## config.mk

```make
export PLATFORM = sky130hd
export DESIGN_NAME = seg_mapper
export DESIGN_NICKNAME = d
export VERILOG_FILES = /design/src/rtl/segmap_pkg.sv /design/src/rtl/segmap_enable.sv /design/src/rtl/segmap_base_sel.sv /design/src/rtl/segmap_route.sv /design/src/rtl/seg_mapper.sv
export SDC_FILE = /design/constraint.sdc
export NUM_CORES = 1
export LEC_CHECK = 0
export ABC_AREA = 1
export BUFFER_PORTS_ARGS = -buffer_cell sky130_fd_sc_hd__clkbuf_2
export CORE_AREA = 2 2 77 79
export DETAILED_ROUTE_END_ITERATION = 16
export DIE_AREA = 0 0 79 81
export PLACE_DENSITY = 0.64
export SKIP_LAST_GASP = 1
export SYNTH_ARGS = -nofsm -noshare
export SYNTH_HDL_FRONTEND = slang
export SYNTH_SLANG_ARGS = --single-unit
```

## constraint.sdc

```tcl
create_clock -name vclk -period 1.9
set_input_delay 0.38 -clock vclk [all_inputs]
set_output_delay 0.38 -clock vclk [all_outputs]
set_load 0.01 [all_outputs]
```

## src/rtl/segmap_pkg.sv

```systemverilog
package segmap_pkg;
   typedef enum logic [1:0] {
      ROUTE_BYPASS  = 2'd0,
      ROUTE_SEGMENT = 2'd1,
      ROUTE_PAGED   = 2'd2
   } route_e;

   // perm bit order: [0] read, [1] write, [2] execute
   localparam logic [2:0] PERM_ALL  = 3'b111;
   localparam logic [2:0] PERM_NONE = 3'b000;
endpackage

```

## src/rtl/segmap_enable.sv

```systemverilog
module segmap_enable #(
   parameter int          CFG_W   = 32,
   parameter logic [31:0] EN_MASK = 32'h0000_000C
) (
   input  logic [CFG_W-1:0] cfg,
   output logic             enabled
);
   localparam logic [CFG_W-1:0] MASK_W = CFG_W'(EN_MASK);

   if (CFG_W < 1) begin : g_bad_width
      $error("segmap_enable: CFG_W must be positive");
   end

   assign enabled = |(cfg & MASK_W);
endmodule

```

## src/rtl/segmap_base_sel.sv

```systemverilog
module segmap_base_sel #(
   parameter int SEG_BITS = 4,
   localparam int NUM_SEG = 2 ** SEG_BITS,
   localparam int HALF    = NUM_SEG / 2,
   localparam int BASE_W  = HALF * SEG_BITS
) (
   input  logic [SEG_BITS-1:0] seg,
   input  logic [BASE_W-1:0]   base_lo,
   input  logic [BASE_W-1:0]   base_hi,
   output logic [SEG_BITS-1:0] nibble
);
   logic [SEG_BITS-1:0] tab [NUM_SEG];

   for (genvar s = 0; s < NUM_SEG; s++) begin : g_tab
      if (s < HALF) begin : g_low
         assign tab[s] = base_lo[(s % HALF) * SEG_BITS +: SEG_BITS];
      end else begin : g_high
         assign tab[s] = base_hi[(s % HALF) * SEG_BITS +: SEG_BITS];
      end
   end

   assign nibble = tab[seg];
endmodule

```

## src/rtl/segmap_route.sv

```systemverilog
module segmap_route
   import segmap_pkg::*;
#(
   parameter int SEG_BITS = 4,
   parameter int CFG_W    = 32,
   localparam int IDX_W   = $clog2(CFG_W)
) (
   input  logic                enabled,
   input  logic                user_mode,
   input  logic [SEG_BITS-1:0] seg,
   input  logic [CFG_W-1:0]    map_cfg,
   output route_e              route
);
   logic [IDX_W-1:0] idx;
   logic             seg_on;

   assign idx    = IDX_W'(seg);
   assign seg_on = map_cfg[idx];

   always_comb begin
      if (!enabled)                 route = ROUTE_BYPASS;
      else if (!user_mode && seg_on) route = ROUTE_SEGMENT;
      else                          route = ROUTE_PAGED;
   end
endmodule

```

## src/rtl/seg_mapper.sv

```systemverilog
module seg_mapper
   import segmap_pkg::*;
#(
   parameter int          ADDR_W   = 32,
   parameter int          SEG_BITS = 4,
   parameter int          CFG_W    = 32,
   parameter logic [31:0] EN_MASK  = 32'h0000_000C,
   localparam int NUM_SEG = 2 ** SEG_BITS,
   localparam int BASE_W  = (NUM_SEG / 2) * SEG_BITS,
   localparam int OFF_W   = ADDR_W - SEG_BITS
) (
   input  logic [ADDR_W-1:0] vaddr,
   input  logic              user_mode,
   input  logic [CFG_W-1:0]  glb_cfg,
   input  logic [CFG_W-1:0]  map_cfg,
   input  logic [BASE_W-1:0] kbase_lo,
   input  logic [BASE_W-1:0] kbase_hi,
   output logic [ADDR_W-1:0] paddr,
   output logic [2:0]        perm,
   output logic [1:0]        route
);
   if (SEG_BITS < 1 || SEG_BITS >= ADDR_W) begin : g_bad_seg
      $error("seg_mapper: SEG_BITS must lie between 1 and ADDR_W-1");
   end
   if (CFG_W < NUM_SEG) begin : g_bad_cfg
      $error("seg_mapper: CFG_W must cover one bit per segment");
   end

   logic                en;
   logic [SEG_BITS-1:0] seg;
   logic [SEG_BITS-1:0] nib;
   logic [OFF_W-1:0]    offset;
   route_e              rsel;

   assign seg    = vaddr[ADDR_W-1 -: SEG_BITS];
   assign offset = vaddr[OFF_W-1:0];

   segmap_enable #(.CFG_W(CFG_W), .EN_MASK(EN_MASK)) u_en (
      .cfg     (glb_cfg),
      .enabled (en)
   );

   segmap_base_sel #(.SEG_BITS(SEG_BITS)) u_base (
      .seg     (seg),
      .base_lo (kbase_lo),
      .base_hi (kbase_hi),
      .nibble  (nib)
   );

   segmap_route #(.SEG_BITS(SEG_BITS), .CFG_W(CFG_W)) u_route (
      .enabled   (en),
      .user_mode (user_mode),
      .seg       (seg),
      .map_cfg   (map_cfg),
      .route     (rsel)
   );

   always_comb begin
      unique case (rsel)
         ROUTE_BYPASS: begin
            paddr = vaddr;
            perm  = PERM_ALL;
         end
         ROUTE_SEGMENT: begin
            paddr = {nib, offset};
            perm  = PERM_ALL;
         end
         default: begin
            paddr = '0;
            perm  = PERM_NONE;
         end
      endcase
   end

   assign route = rsel;
endmodule

```

==> results.cfg <==
[setup_path]
worstPathArrival_ns = 1.53
required_ns = 1.52
endpoint = paddr[26]
cp-end-kind = primary output
start_kind = primary input
startpoint = vaddr[28]
worstSetupPathType = in -> out
crit_path_max_fanout = 8

[timing]
drv_slew = 0
rsz0062_at_grt = true
finalSetupTns_ns = -0.02739
worst_pin_slew_ns = 0.2098
slew_headroom_pct = 86.00
fmax_mhz = 522.5
min_period_ns = 1.914
final.setup.worst_slack_ns = -0.01384
hold_viol = 0
setup_viol = 2
layout_worst_path_cycle_share_pct = 100.7

[die]
num_rows = 28
start_util_pct = 20.57
pin_count = 198
die_x_microns = 79
core-area_sq_um = 5675
die_h_microns = 81
die_area_sq_um = 6399

[global_routing]
grtUsageMet1_pct = 17.28
grt_pass1_wl_mm = 7.555
antenna_found_initial = 0
grt_max_degree = 31
grt_pass1_vias = 1798
grt.busiest_layer = met2
overflow = 0
use_met2_pct = 27.20
grtUsageMet3_pct = 1.889
grt_usage_pct = 14.01

[cells_and_area]
layout.cells.non_filler = 472
synthToLayoutAreaGrowth_pct = 107.3
post_route_cells_drive_above_1_share_pct = 53.65
seq_cell_count = 0
final_cell_mix = clkbuf_2 (115), nand2_1 (107), nand3_1 (55)
fin_nets = 560
num_antenna_cells = 0
seq_area_sq_um = 0
final_common_cell = clkbuf_2
multiInputGateArea_sq_um = 1112
fillers = 628
n_clock_buffer = 0

[placed_design]
io_buffers = 152
gp_congestion = 0.8296
preCtsSetupSlack_ns = -0.2603
dpl.hpwl_mm = 4.229
dp_cells = 464

[yosys]
yosys_warnings = 0
synth.avg_cell_area_sq_um = 4.844
seq_area_frac_synth_pct = 0
netlist_area_sq_um = 1167
syn-num-nets = 402
synth_cell_type_count = 16
netlist_instances = 241

[power]
swShare_pct = 48.03
switchingPower_mw = 0.2936
power.internal_mw = 0.3177
vdd_drop_max_uv = 126.9
leakage_nw = 1.431
clockPowerShare_pct = 0
seqPwrFrac_pct = 0
total_power_mw = 0.6114
pwr-share-comb_pct = 100.0
power_density_nw_per_um2 = 252.6

[job]
max_cap_violations = 0

[worst_hold_path]
hp-class = in -> out
whs_path_depth = 3

[drt]
firstDrtPassIters = 4
drc = 0
vias_per_cell = 4.485
wl_per_cell_microns = 11.85
routed_wl_mm = 5.594
via_count = 2117
drt-initial-drc-count = 90
ant_nets = 0

[outcome]
failed_checks = setup timing
status = finished, violations left

[clocking]
ctsHoldBuffers = 0
[power groups by stage]
stage          sequential, mW  combinational [mW]  clock (mW)
2_1_floorplan               0               0.267           0
3_3_place_gp                0               0.496           0
3_5_place_dp                0               0.500           0
4_1_cts                     0               0.511           0
5_1_grt                     0               0.672           0
6_report                    0               0.611           0
[how the worst min path moves through the flow]
stage | endpoint | from | slack [ns]
2_1_floorplan | paddr[31] | vaddr[31] | 0.88
3_3_place_gp | paddr[11] | vaddr[11] | 1.06
3_5_place_dp | paddr[11] | vaddr[11] | 1.07
4_1_cts | paddr[11] | vaddr[11] | 1.07
5_1_grt | paddr[22] | vaddr[22] | 1.08
6_report | paddr[6] | vaddr[6] | 1.08
[cell usage after synthesis (all sizes together)]
cell type | n | area share, %
nand2 | 117 | 38
nand3 | 55 | 24
a21boi | 28 | 19
buf | 17 | 10
inv | 7 | 2.3
nor2 | 6 | 1.9
nand4 | 4 | 2.1
clkbuf | 3 | 0.96
clkinv | 2 | 0.64
o21ai | 2 | 0.86
[worst max-delay path, stage by stage]
cell and delay (ns):
buf_12 0.10, buf_6 0.10, nand2_1 0.04, nand2_1 0.06, nand2_1 0.05, nand3_1 0.07
nand3_1 0.08, nand2_2 0.09, nand2_4 0.09, clkbuf_16 0.18, a21boi_1 0.12, buf_2 0.15
[layout make-up]
cell class                      instances  area share, %
Timing Repair Buffer                  175          47.57
Inverter                                9          2.223
Timing Repair inverter                  1         0.3619
Tap cell                               75          3.878
Multi-Input combinational cell        212          45.97
[stage by stage]
stage,hold WS [ns],util [%],cell area [sq um]
2_1_floorplan,0.8829,-,1167
5_1_grt,1.083,42.64,2420
6_report,1.076,42.64,2420
3_3_place_gp,1.064,36.35,2063
3_5_place_dp,1.065,36.35,2063
4_1_cts,1.065,36.84,2091
[per-layer routing]
layer | vias to the layer above | share of wire [%]
met2 | 86 | 50
met3 | 2 | 7.8
met1 | 920 | 42
met4 | 0 | 0.32
met5 | - | 0
li1 | 1109 | -
[what timing repair did]
action                                  4_1_cts  5_1_grt
gates cloned                                  0        7
endpoints found under the setup margin       37       37
resized for setup                             6       83
pin swaps                                     1       17
setup buffers                                 1        0
[logic make-up after synthesis]
kind of cell | share of synthesized area (%)
simple gates | 65.92
buf+inv | 13.93
compound gates | 20.15
Note: power is estimated with default switching activity, not from simulation.
